$ cat config.mk
export PLATFORM = sky130hd
export DESIGN_NAME = deadline_timer_unit
export DESIGN_NICKNAME = d
export VERILOG_FILES = /design/src/rtl/dtu_pkg.sv /design/src/rtl/dtu_thread_ctrl.sv /design/src/rtl/dtu_timer_bank.sv /design/src/rtl/dtu_exc_arbiter.sv /design/src/rtl/deadline_timer_unit.sv
export SDC_FILE = /design/constraint.sdc
export NUM_CORES = 2
export LEC_CHECK = 0
export BUFFER_PORTS_ARGS = -buffer_cell sky130_fd_sc_hd__clkbuf_2
export CAP_MARGIN = 20
export CORE_AREA = 2 2 270 272
export DETAILED_ROUTE_END_ITERATION = 8
export DIE_AREA = 0 0 272 274
export GPL_TIMING_DRIVEN = 1
export HOLD_SLACK_MARGIN = 0.05
export PLACE_DENSITY_LB_ADDON = 0.15
export SKIP_CTS_REPAIR_TIMING = 1
export SLEW_MARGIN = 20
export SYNTH_ARGS = -nofsm -noshare
export SYNTH_HDL_FRONTEND = slang
export SYNTH_SLANG_ARGS = --single-unit
$ cat constraint.sdc
create_clock -name clk -period 3.9 [get_ports clk]
set_input_delay 0.78 -clock clk [delete_from_list [all_inputs] [get_ports clk]]
set_output_delay 0.78 -clock clk [all_outputs]
set_load 0.1 [all_outputs]
$ cat src/rtl/dtu_pkg.sv
package dtu_pkg;

    typedef enum logic [1:0] {
        OP_LOAD     = 2'b00,
        OP_WAIT     = 2'b01,
        OP_WAIT_ARM = 2'b10,
        OP_LOAD_ARM = 2'b11
    } op_e;

    typedef enum logic {
        TC_IDLE = 1'b0,
        TC_WAIT = 1'b1
    } tc_state_e;

    function automatic logic op_waits(op_e op);
        return (op == OP_WAIT) || (op == OP_WAIT_ARM);
    endfunction

    function automatic logic op_arms(op_e op);
        return (op == OP_WAIT_ARM) || (op == OP_LOAD_ARM);
    endfunction

endpackage

$ cat src/rtl/dtu_thread_ctrl.sv
module dtu_thread_ctrl #(
    parameter int NTIMERS = 4,
    parameter int WIDTH   = 32,
    parameter int TIMER_W = 2
) (
    input  logic                 clk,
    input  logic                 rst_n,
    input  logic                 issue_hit,
    input  dtu_pkg::op_e         issue_op,
    input  logic [TIMER_W-1:0]   issue_idx,
    input  logic [WIDTH-1:0]     issue_value,
    input  logic [NTIMERS-1:0]   zero_vec,
    output logic                 wr_en,
    output logic [TIMER_W-1:0]   wr_idx,
    output logic [WIDTH-1:0]     wr_value,
    output logic                 wr_arm,
    output logic                 stall
);
    import dtu_pkg::*;

    tc_state_e            state_q, state_d;
    logic [TIMER_W-1:0]   hold_idx_q;
    logic [WIDTH-1:0]     hold_val_q;
    logic                 hold_arm_q;
    logic                 begin_wait;

    // begin_wait: waiting load meets a running timer
    assign begin_wait = (state_q == TC_IDLE) && issue_hit &&
                        op_waits(issue_op) && !zero_vec[issue_idx];

    // state register and held operation
    always_ff @(posedge clk) begin
        if (!rst_n) begin
            state_q    <= TC_IDLE;
            hold_idx_q <= '0;
            hold_val_q <= '0;
            hold_arm_q <= 1'b0;
        end else begin
            state_q <= state_d;
            if (begin_wait) begin
                hold_idx_q <= issue_idx;
                hold_val_q <= issue_value;
                hold_arm_q <= op_arms(issue_op);
            end
        end
    end

    // next state
    always_comb begin
        state_d = state_q;
        unique case (state_q)
            TC_IDLE: if (begin_wait)            state_d = TC_WAIT;
            TC_WAIT: if (zero_vec[hold_idx_q])  state_d = TC_IDLE;
            default:                            state_d = TC_IDLE;
        endcase
    end

    // outputs
    always_comb begin
        wr_en    = 1'b0;
        wr_idx   = issue_idx;
        wr_value = issue_value;
        wr_arm   = 1'b0;
        stall    = 1'b0;
        unique case (state_q)
            TC_IDLE: begin
                wr_en  = issue_hit && (!op_waits(issue_op) || zero_vec[issue_idx]);
                wr_arm = op_arms(issue_op);
            end
            TC_WAIT: begin
                wr_idx   = hold_idx_q;
                wr_value = hold_val_q;
                wr_arm   = hold_arm_q;
                wr_en    = zero_vec[hold_idx_q];
                stall    = !zero_vec[hold_idx_q];
            end
            default: ;
        endcase
    end

endmodule

$ cat src/rtl/dtu_timer_bank.sv
module dtu_timer_bank #(
    parameter int NTIMERS = 4,
    parameter int WIDTH   = 32,
    parameter int TIMER_W = 2
) (
    input  logic                 clk,
    input  logic                 rst_n,
    input  logic                 wr_en,
    input  logic [TIMER_W-1:0]   wr_idx,
    input  logic [WIDTH-1:0]     wr_value,
    input  logic                 wr_arm,
    input  logic [NTIMERS-1:0]   clr_arm,
    output logic [NTIMERS-1:0]   zero_vec,
    output logic [NTIMERS-1:0]   armed_vec
);

    for (genvar g = 0; g < NTIMERS; g++) begin : g_timer
        logic [WIDTH-1:0] cnt_q;
        logic             arm_q;
        logic             sel;

        assign sel = wr_en && (wr_idx == TIMER_W'(g));

        always_ff @(posedge clk) begin
            if (!rst_n) begin
                cnt_q <= '0;
                arm_q <= 1'b0;
            end else if (sel) begin
                cnt_q <= wr_value;
                arm_q <= wr_arm;
            end else begin
                if (cnt_q != '0) cnt_q <= cnt_q - WIDTH'(1);
                if (clr_arm[g])  arm_q <= 1'b0;
            end
        end

        assign zero_vec[g]  = (cnt_q == '0);
        assign armed_vec[g] = arm_q;
    end

endmodule

$ cat src/rtl/dtu_exc_arbiter.sv
module dtu_exc_arbiter #(
    parameter int NTHREADS = 4,
    parameter int NTIMERS  = 4,
    parameter int THREAD_W = 2,
    parameter int TIMER_W  = 2
) (
    input  logic [NTHREADS*NTIMERS-1:0] fire,
    output logic                        exc_valid,
    output logic [THREAD_W-1:0]         exc_thread,
    output logic [TIMER_W-1:0]          exc_timer,
    output logic [NTHREADS*NTIMERS-1:0] grant
);
    localparam int NFLAT = NTHREADS * NTIMERS;

    int   sel;
    logic found;

    always_comb begin
        sel   = 0;
        found = 1'b0;
        for (int i = NFLAT - 1; i >= 0; i--) begin
            if (fire[i]) begin
                sel   = i;
                found = 1'b1;
            end
        end
    end

    always_comb begin
        for (int i = 0; i < NFLAT; i++) grant[i] = found && (sel == i);
    end

    assign exc_valid  = found;
    assign exc_thread = THREAD_W'(sel / NTIMERS);
    assign exc_timer  = TIMER_W'(sel % NTIMERS);

endmodule

$ cat src/rtl/deadline_timer_unit.sv
module deadline_timer_unit #(
    parameter int NTHREADS = 4,
    parameter int NTIMERS  = 4,
    parameter int WIDTH    = 32,
    parameter int THREAD_W = (NTHREADS > 1) ? $clog2(NTHREADS) : 1,
    parameter int TIMER_W  = (NTIMERS > 1) ? $clog2(NTIMERS) : 1
) (
    input  logic                 clk,
    input  logic                 rst_n,
    input  logic                 issue_valid,
    input  logic [THREAD_W-1:0]  issue_thread,
    input  logic [TIMER_W-1:0]   issue_timer,
    input  logic [1:0]           issue_op,
    input  logic [WIDTH-1:0]     issue_value,
    output logic [NTHREADS-1:0]  stall_vec,
    output logic                 exc_valid,
    output logic [THREAD_W-1:0]  exc_thread,
    output logic [TIMER_W-1:0]   exc_timer
);
    import dtu_pkg::*;

    localparam int NFLAT = NTHREADS * NTIMERS;

    logic [NFLAT-1:0] zero_flat;
    logic [NFLAT-1:0] armed_flat;
    logic [NFLAT-1:0] fire_flat;
    logic [NFLAT-1:0] grant_flat;
    op_e              op;

    assign op        = op_e'(issue_op);
    assign fire_flat = zero_flat & armed_flat;

    for (genvar t = 0; t < NTHREADS; t++) begin : g_thread
        logic               hit;
        logic               wr_en;
        logic [TIMER_W-1:0] wr_idx;
        logic [WIDTH-1:0]   wr_value;
        logic               wr_arm;

        assign hit = issue_valid && (issue_thread == THREAD_W'(t));

        dtu_thread_ctrl #(
            .NTIMERS (NTIMERS),
            .WIDTH   (WIDTH),
            .TIMER_W (TIMER_W)
        ) u_ctrl (
            .clk         (clk),
            .rst_n       (rst_n),
            .issue_hit   (hit),
            .issue_op    (op),
            .issue_idx   (issue_timer),
            .issue_value (issue_value),
            .zero_vec    (zero_flat[t*NTIMERS +: NTIMERS]),
            .wr_en       (wr_en),
            .wr_idx      (wr_idx),
            .wr_value    (wr_value),
            .wr_arm      (wr_arm),
            .stall       (stall_vec[t])
        );

        dtu_timer_bank #(
            .NTIMERS (NTIMERS),
            .WIDTH   (WIDTH),
            .TIMER_W (TIMER_W)
        ) u_bank (
            .clk       (clk),
            .rst_n     (rst_n),
            .wr_en     (wr_en),
            .wr_idx    (wr_idx),
            .wr_value  (wr_value),
            .wr_arm    (wr_arm),
            .clr_arm   (grant_flat[t*NTIMERS +: NTIMERS]),
            .zero_vec  (zero_flat[t*NTIMERS +: NTIMERS]),
            .armed_vec (armed_flat[t*NTIMERS +: NTIMERS])
        );
    end

    dtu_exc_arbiter #(
        .NTHREADS (NTHREADS),
        .NTIMERS  (NTIMERS),
        .THREAD_W (THREAD_W),
        .TIMER_W  (TIMER_W)
    ) u_arb (
        .fire       (fire_flat),
        .exc_valid  (exc_valid),
        .exc_thread (exc_thread),
        .exc_timer  (exc_timer),
        .grant      (grant_flat)
    );

endmodule

Yosys cells after proc, flatten, opt, wreduce, memory -nomap -nowiden:

Index checks and enable logic that the tools add are counted.

* logic and storage cells: 391
* register bits: 672

* equal/unequal tests: 33
* bitwise gates (word level): 6
* $lt $le $gt $ge: 5
* mux-type cells: 144
* reductions and logical operators: 138
* $add $sub $neg: 17

Operators by type and width (number)
* two-way mux 32 bit: 36
* zero test 32 bit: 17
* nonzero test 32 bit: 16
* subtractor 32 x 1 -> 32 bit, second input constant: 16
* two-way mux 1 bit: 68
* two-way mux 4 bit: 16
* nonzero test 2 bit: 32
* logical AND 1 bit: 52
* == test 4 bit, second input constant: 8
* == test 2 bit, second input constant: 12
* case mux 1 bit (2 select lines): 12
* AND 16 bit: 1
* binary-select mux 1 bit (select 2 bit): 8
* == test 4 x 3 -> 1 bit, second input constant: 4
* < comparator 2 x 3 -> 1 bit, second input constant: 5
* == test 2 x 1 -> 1 bit, second input constant: 6
* zero test 2 bit: 5
* zero test 1 bit: 9
* == test 4 x 2 -> 1 bit, second input constant: 2
* two-way mux 2 bit: 4
* logical OR 1 bit: 6
* == test 4 x 1 -> 1 bit, second input constant: 1
* NOT 1 bit: 4
* adder 2 x 1 -> 2 bit: 1
* other kinds (2): 2

Longest topological paths before layout:

* word-level depth: 22
* gate-level depth with buffers: 14
* depth with buffers taken out: 10

Modules after synthesis:

From an unflattened synthesis, not the netlist that was laid out.

* cell total of the unflattened synthesis: 4400
* area, all modules: 37063.0 um2

Modules (own cells, without submodules)
* dtu_timer_bank at g_thread[1].u_bank ...: area each 7136.8 um2, instances 3, cells an instance 869, seq. area each 2642.5 um2
* dtu_thread_ctrl: area each 2003.2 um2, instances 4, cells an instance 209, seq. area each 720.7 um2
* dtu_timer_bank at g_thread[0].u_bank: area each 7116.8 um2, instances 1, cells an instance 872, seq. area each 2642.5 um2
* dtu_exc_arbiter: area each 385.4 um2, instances 1, cells an instance 65, seq. area each 0.0 um2
* deadline_timer_unit: area each 137.6 um2, instances 1, cells an instance 20, seq. area each 0.0 um2

Worst setup path after synthesis:

No wires, ideal clock.

* path kind: register to output
* start point: reg g_thread[1].u_bank.g_timer[1].cnt_q[0]
* end point: out exc_thread[0]
* stages on the path, launching flop included: 11
* required time: 3.120 ns
* data arrival time: 3.999 ns
* setup slack: -0.879 ns
* cell sequence: dfxtp_1 > inv_1 > ha_1 > or4b_1 > clkbuf_1 > or4_1 > buf_2 > nor3_4 > nand2_1 > and2_1 > a31oi_1

* word-level cells in the longest chain between the ends: 11

Ends and longest elaborated chain
* start, declared: line dtu_timer_bank.sv:18 `logic [WIDTH-1:0] cnt_q;`
* start signal, assigned: line dtu_timer_bank.sv:29 `cnt_q <= wr_value;`
* start signal, assigned: line dtu_timer_bank.sv:32 `if (cnt_q != '0) cnt_q <= cnt_q - WIDTH'(1);`
* zero test 32 bit (*): line dtu_timer_bank.sv:37 `assign zero_vec[g] = (cnt_q == '0);`
* AND 16 bit (*): line deadline_timer_unit.sv:31 `assign fire_flat = zero_flat & armed_flat;`
* two-way mux 4 bit (*) (6 in series): line dtu_exc_arbiter.sv:22 `if (fire[i]) begin`
* OR reduction 2 bit (no line)
* AND 1 bit (no line)
* adder 2 x 1 -> 2 bit (no line) (*)
* end, declared: line deadline_timer_unit.sv:17 `output logic [THREAD_W-1:0] exc_thread,`

Every way passes the cells marked *; elsewhere a longest branch is shown, timed or not.

Final worst setup path:

* start point: reg g_thread[1].u_bank.g_timer[3].cnt_q[6]
* end point: out exc_timer[1]

* word-level cells in the longest chain between the ends: 10

Ends and longest elaborated chain
* start, declared: line dtu_timer_bank.sv:18
* start signal, assigned: line dtu_timer_bank.sv:29
* start signal, assigned: line dtu_timer_bank.sv:32
* zero test 32 bit: line dtu_timer_bank.sv:37
* AND 16 bit: line deadline_timer_unit.sv:31
* two-way mux 4 bit (8 in series): line dtu_exc_arbiter.sv:22
* end, declared: line deadline_timer_unit.sv:18 `output logic [TIMER_W-1:0] exc_timer`

No other way between the ends.

==> results.env <==
GRT.TOTAL_USAGE_PCT=29.7
GRT_ANTENNA_BEFORE_REPAIR=1
IRDROPWORSTVDD_V=0.000462
SYNTH.CELL_AREA_MM2=0.0370
N_ANTENNA_CELL=0
DRIVE_ABOVE_1_SHARE_PCT=12.2
LAYOUT.CORE_UTILIZATION_PCT=58.2
NETLIST_INSTANCES=4519
SYNTH_SEQ_CELLS=672
GRT.OVERFLOW.TOTAL=0
TIMING_WORST_SLEW_PIN_VALUE_PS=1140
WORST_EP_REQUIRED_TIME_PS=3120
VIAS_PER_CELL=6.04
MAXSLEWHEADROOM_PCT=21.9
P_LEAK_nW=17.1
TIMING.MAX_CAP.VIOLATIONS=0
PRE_CTS_WS_PS=22.2
TIMING.FINAL.WS_SETUP_PS=-451
POSTROUTEANTENNANETS=0
CRIT_PATH_FREQUENT_CELL='sky130_fd_sc_hd__or4_4'
HOLD_CRIT_PATH_TYPE='register to register'
FINAL_CELL_MIX='sky130_fd_sc_hd__dfxtp_1 (664), sky130_fd_sc_hd__nor2_1 (565), sky130_fd_sc_hd__nand2_1 (365), sky130_fd_sc_hd__a21oi_1 (253), sky130_fd_sc_hd__nand3_1 (228)'
PLACE_CONGESTION=0.899
TRITONCTS.NUM_BUFFERS=76
DIE_HEIGHT_UM=274
WORSTSKEWPAIRLATENCY_PS=630
REPORT.FINAL.SETUP_VIOL=6
SYNTH-SEQ-AREA-SHARE_PCT=36.4
ROWS=99
CLOCK_TREE.HTREE_LEVEL_COUNT=3
CORE_AREA_MM2=0.0720
PIN_COUNT=50
OUTCOME='complete, but fails checks'
FAILED_CHECKS='setup timing'
TIMING.SETUP.CRITICAL_PATH_CLASS='register to primary output'
PATH_CELLS='or4_4 -> or3_4 -> or4_4 -> nor4_4 -> buf_4 -> a21oi_1 -> o21ai_1 -> a31oi_1 -> nor2b_2 -> buf_6 -> buf_12'
START_UTIL_PCT=51.4
CLKSLEWWORSTSETUPHOLDPATHS_PS=60
PLACE.DETAILED.HPWL_UM=78800
DESIGN.FINAL.NETS=4606
RSZ0062_AT_GRT='true'
DESIGN.DIE.AREA_MM2=0.0745
SYNTH-WARNING-COUNT=0
POWER_DENSITY_mW_PER_MM2=932
CRITICAL_PATH_END_TYPE='primary output'
SYN_TO_FINAL_GROWTH_PCT=13.3
YOSYS_MOST_USED_DFF='sky130_fd_sc_hd__dfxtp_1'
DRT-PASS1-ITER-COUNT=5
LAYOUT_WORST_PATH_CYCLE_SHARE_PCT=112
DIE-WIDTH_UM=272
WIRE_PER_INST_UM=20.6
MOSTFREQUENTLAYOUTCELL='sky130_fd_sc_hd__dfxtp_1'
POST_SYNTH.CELL_AREA_AVG_UM2=8.19
GRT_START_MAX_NET_PINS=113
DETAIL_ROUTE.WIRELENGTH_UM=114000
CRIT_PATH_TOP_DELAY_CELL='sky130_fd_sc_hd__or4_4'
VIA_COUNT_OF_THE_FIRST_GLOBAL_ROUTING_PASS=30500
GRT_PASS1_WL_UM=176000
MAX_FREQ_MHz=230
DRT_FIRST_ITER_VIOLATIONS=3094
CLOCK_TREE.BUFFER_DEPTH=3
DRC_ERRORS=0
CP.ARRIVAL_PS=3570
CELL_AT_THE_ROOT_OF_THE_CLOCK_TREE='sky130_fd_sc_hd__clkbuf_16'
VIA_COUNT=33600
COUNT_OF_FINAL_MAX_SLEW_CHECK_FAILURES=0
SYNTH_NETS=4584
SYNTH-EDFF-COUNT=0
PORT-BUFFER-COUNT=49
TRITONCTS_NUM_SINKS=672
WORSTPATHMAXFANOUT=4
SYNTH.LIB_CELLS_USED.DISTINCT=92
R2R_CELLS=10
TIMING.HOLD.WORST_PATH_DEPTH=2
STARTPOINT_TYPE='register'
FIN_CRIT_PS=4350
CLOCK_SKEW_PS=17.3
HOLD_VIOL_FINAL=0
TRITONCTS='yes'
TIMING.CRITICAL_PATH.SLOWEST_CELL_DELAY_PS=550
YS_ASYNC_SR_FRACTION_PCT=0
-- Yosys cell counts (6+ instances only) --
| cell type | number | area [um2] |
|---|---|---|
| sky130_fd_sc_hd__nand3b_1 | 16 | 120 |
| sky130_fd_sc_hd__o211ai_1 | 16 | 120 |
| sky130_fd_sc_hd__o21a_1 | 37 | 278 |
| sky130_fd_sc_hd__a21o_1 | 8 | 60.1 |
| sky130_fd_sc_hd__o211a_1 | 30 | 300 |
| sky130_fd_sc_hd__or4_1 | 85 | 638 |
| sky130_fd_sc_hd__or2_2 | 25 | 156 |
| sky130_fd_sc_hd__o31ai_1 | 20 | 150 |
| sky130_fd_sc_hd__nor3_1 | 171 | 856 |
| sky130_fd_sc_hd__nand4b_1 | 13 | 114 |
| sky130_fd_sc_hd__and3_1 | 36 | 225 |
| sky130_fd_sc_hd__xnor2_1 | 175 | 1530 |
| sky130_fd_sc_hd__o21ai_0 | 141 | 706 |
| sky130_fd_sc_hd__xor2_1 | 227 | 1990 |
| sky130_fd_sc_hd__nor2_1 | 568 | 2130 |
| sky130_fd_sc_hd__nor3b_1 | 17 | 128 |
| sky130_fd_sc_hd__buf_4 | 20 | 150 |
| sky130_fd_sc_hd__inv_1 | 57 | 214 |
| sky130_fd_sc_hd__dfxtp_1 | 672 | 13500 |
| sky130_fd_sc_hd__or4_4 | 6 | 67.6 |
| sky130_fd_sc_hd__nor4_1 | 144 | 901 |
| sky130_fd_sc_hd__buf_2 | 53 | 265 |
| sky130_fd_sc_hd__and2_1 | 13 | 81.3 |
| sky130_fd_sc_hd__o22ai_1 | 7 | 43.8 |
| sky130_fd_sc_hd__buf_1 | 17 | 63.8 |
| sky130_fd_sc_hd__mux2_2 | 68 | 766 |
| sky130_fd_sc_hd__a21oi_1 | 257 | 1290 |
| sky130_fd_sc_hd__a31oi_1 | 33 | 206 |
| sky130_fd_sc_hd__nor4b_1 | 12 | 105 |
| sky130_fd_sc_hd__nand2_1 | 370 | 1390 |
| sky130_fd_sc_hd__a211oi_1 | 191 | 1430 |
| sky130_fd_sc_hd__nand3_1 | 230 | 1150 |
| sky130_fd_sc_hd__ha_1 | 24 | 300 |
| sky130_fd_sc_hd__a311oi_1 | 6 | 52.6 |
| sky130_fd_sc_hd__a32oi_1 | 7 | 61.3 |
| sky130_fd_sc_hd__clkbuf_1 | 190 | 713 |
| sky130_fd_sc_hd__o41ai_1 | 12 | 105 |
| sky130_fd_sc_hd__or3_1 | 84 | 526 |
| sky130_fd_sc_hd__nand2b_1 | 55 | 344 |
| sky130_fd_sc_hd__buf_6 | 11 | 124 |
| sky130_fd_sc_hd__nor2b_1 | 17 | 106 |
| sky130_fd_sc_hd__nand4_1 | 41 | 257 |
| sky130_fd_sc_hd__o31a_1 | 7 | 61.3 |
| sky130_fd_sc_hd__mux2i_1 | 224 | 2240 |
-- kinds of logic (layout without fill, tap and decap cells) --
group | Yosys count | in the layout | share of synthesized area, %
XOR/XNOR | 402 | 402 | 9.52
flip-flops | 672 | 672 | 36.4
multiplexers | 293 | 293 | 8.19
AND/OR/NAND/NOR | 1952 | 1952 | 26.5
buffers and inverters | 352 | 430 | 4.18
AO/OA/AOI/OAI | 824 | 824 | 14.4
adder cells (fa/ha/maj) | 24 | 24 | 0.812
-- path summary, 6_finish.rpt --
check / from / to / slack [ps]
hold reg to reg: g_thread[3].u_ctrl.hold_arm_q / g_thread[3].u_ctrl.hold_arm_q / 460
setup / recovery: g_thread[1].u_bank.g_timer[3].cnt_q[6] / exc_timer[1] / -450
setup reg to reg: g_thread[1].u_bank.g_timer[1].cnt_q[11] / g_thread[1].u_bank.g_timer[1].arm_q / 100
hold / removal: g_thread[3].u_ctrl.hold_arm_q / g_thread[3].u_ctrl.hold_arm_q / 460
-- state kept, by name, indices dropped and copies added (netlist names) --
name and count:
g_thread.u_bank.g_timer.arm_q 16, g_thread.u_bank.g_timer.cnt_q 512, g_thread.u_ctrl.hold_arm_q 4, g_thread.u_ctrl.hold_idx_q 8, g_thread.u_ctrl.hold_val_q 128, g_thread.u_ctrl.state_q 4
-- report_power, final --
part,switching [W],total (W),internal [W]
logic,0.0112,0.0205,0.00928
clock network,0.00295,0.00717,0.00423
registers,0.00225,0.0114,0.00912
-- critical path, delay by kind of cell (launching register included) --
kind,cells,cell delay (ps)
AO/OA/AOI/OAI,3,310
AND/OR/NAND/NOR,5,1810
flip-flops,1,330
buffers and inverters,3,490
-- routing by layer --
metal	track usage (%)	up-vias	wire length, um
li1	-	16300	-
met1	40.9	15900	51200
met2	47.4	1106	51500
met3	3.73	237	7050
met4	11.9	0	4480
met5	0	-	0
-- layout make-up --
cell class	instances	area [um2]
Sequential cell	672	13500
Inverter	59	229
Timing Repair Buffer	237	2070
Tap cell	959	1200
Clock inverter	9	97.6
Multi-Input combinational cell	3495	22500
Clock buffer	125	2350
Fill cell	6568	30100
-- through the flow --
step | hold slack, ps | instance area (um2) | instances | total power (W) | setup TNS (ps)
CTS | 437 | 41400 | 5540 | 0.0379 | -4020
finish | 457 | 41900 | 5556 | 0.0391 | -1840
floorplan | 437 | 37000 | 4519 | 0.0257 | -216
global route | 450 | 41900 | 5556 | 0.0420 | -2390
global placement | 447 | 38900 | 5406 | 0.0303 | 0
detailed placement | 450 | 38900 | 5406 | 0.0305 | 0
Note: power is estimated with default switching activity, not from simulation.
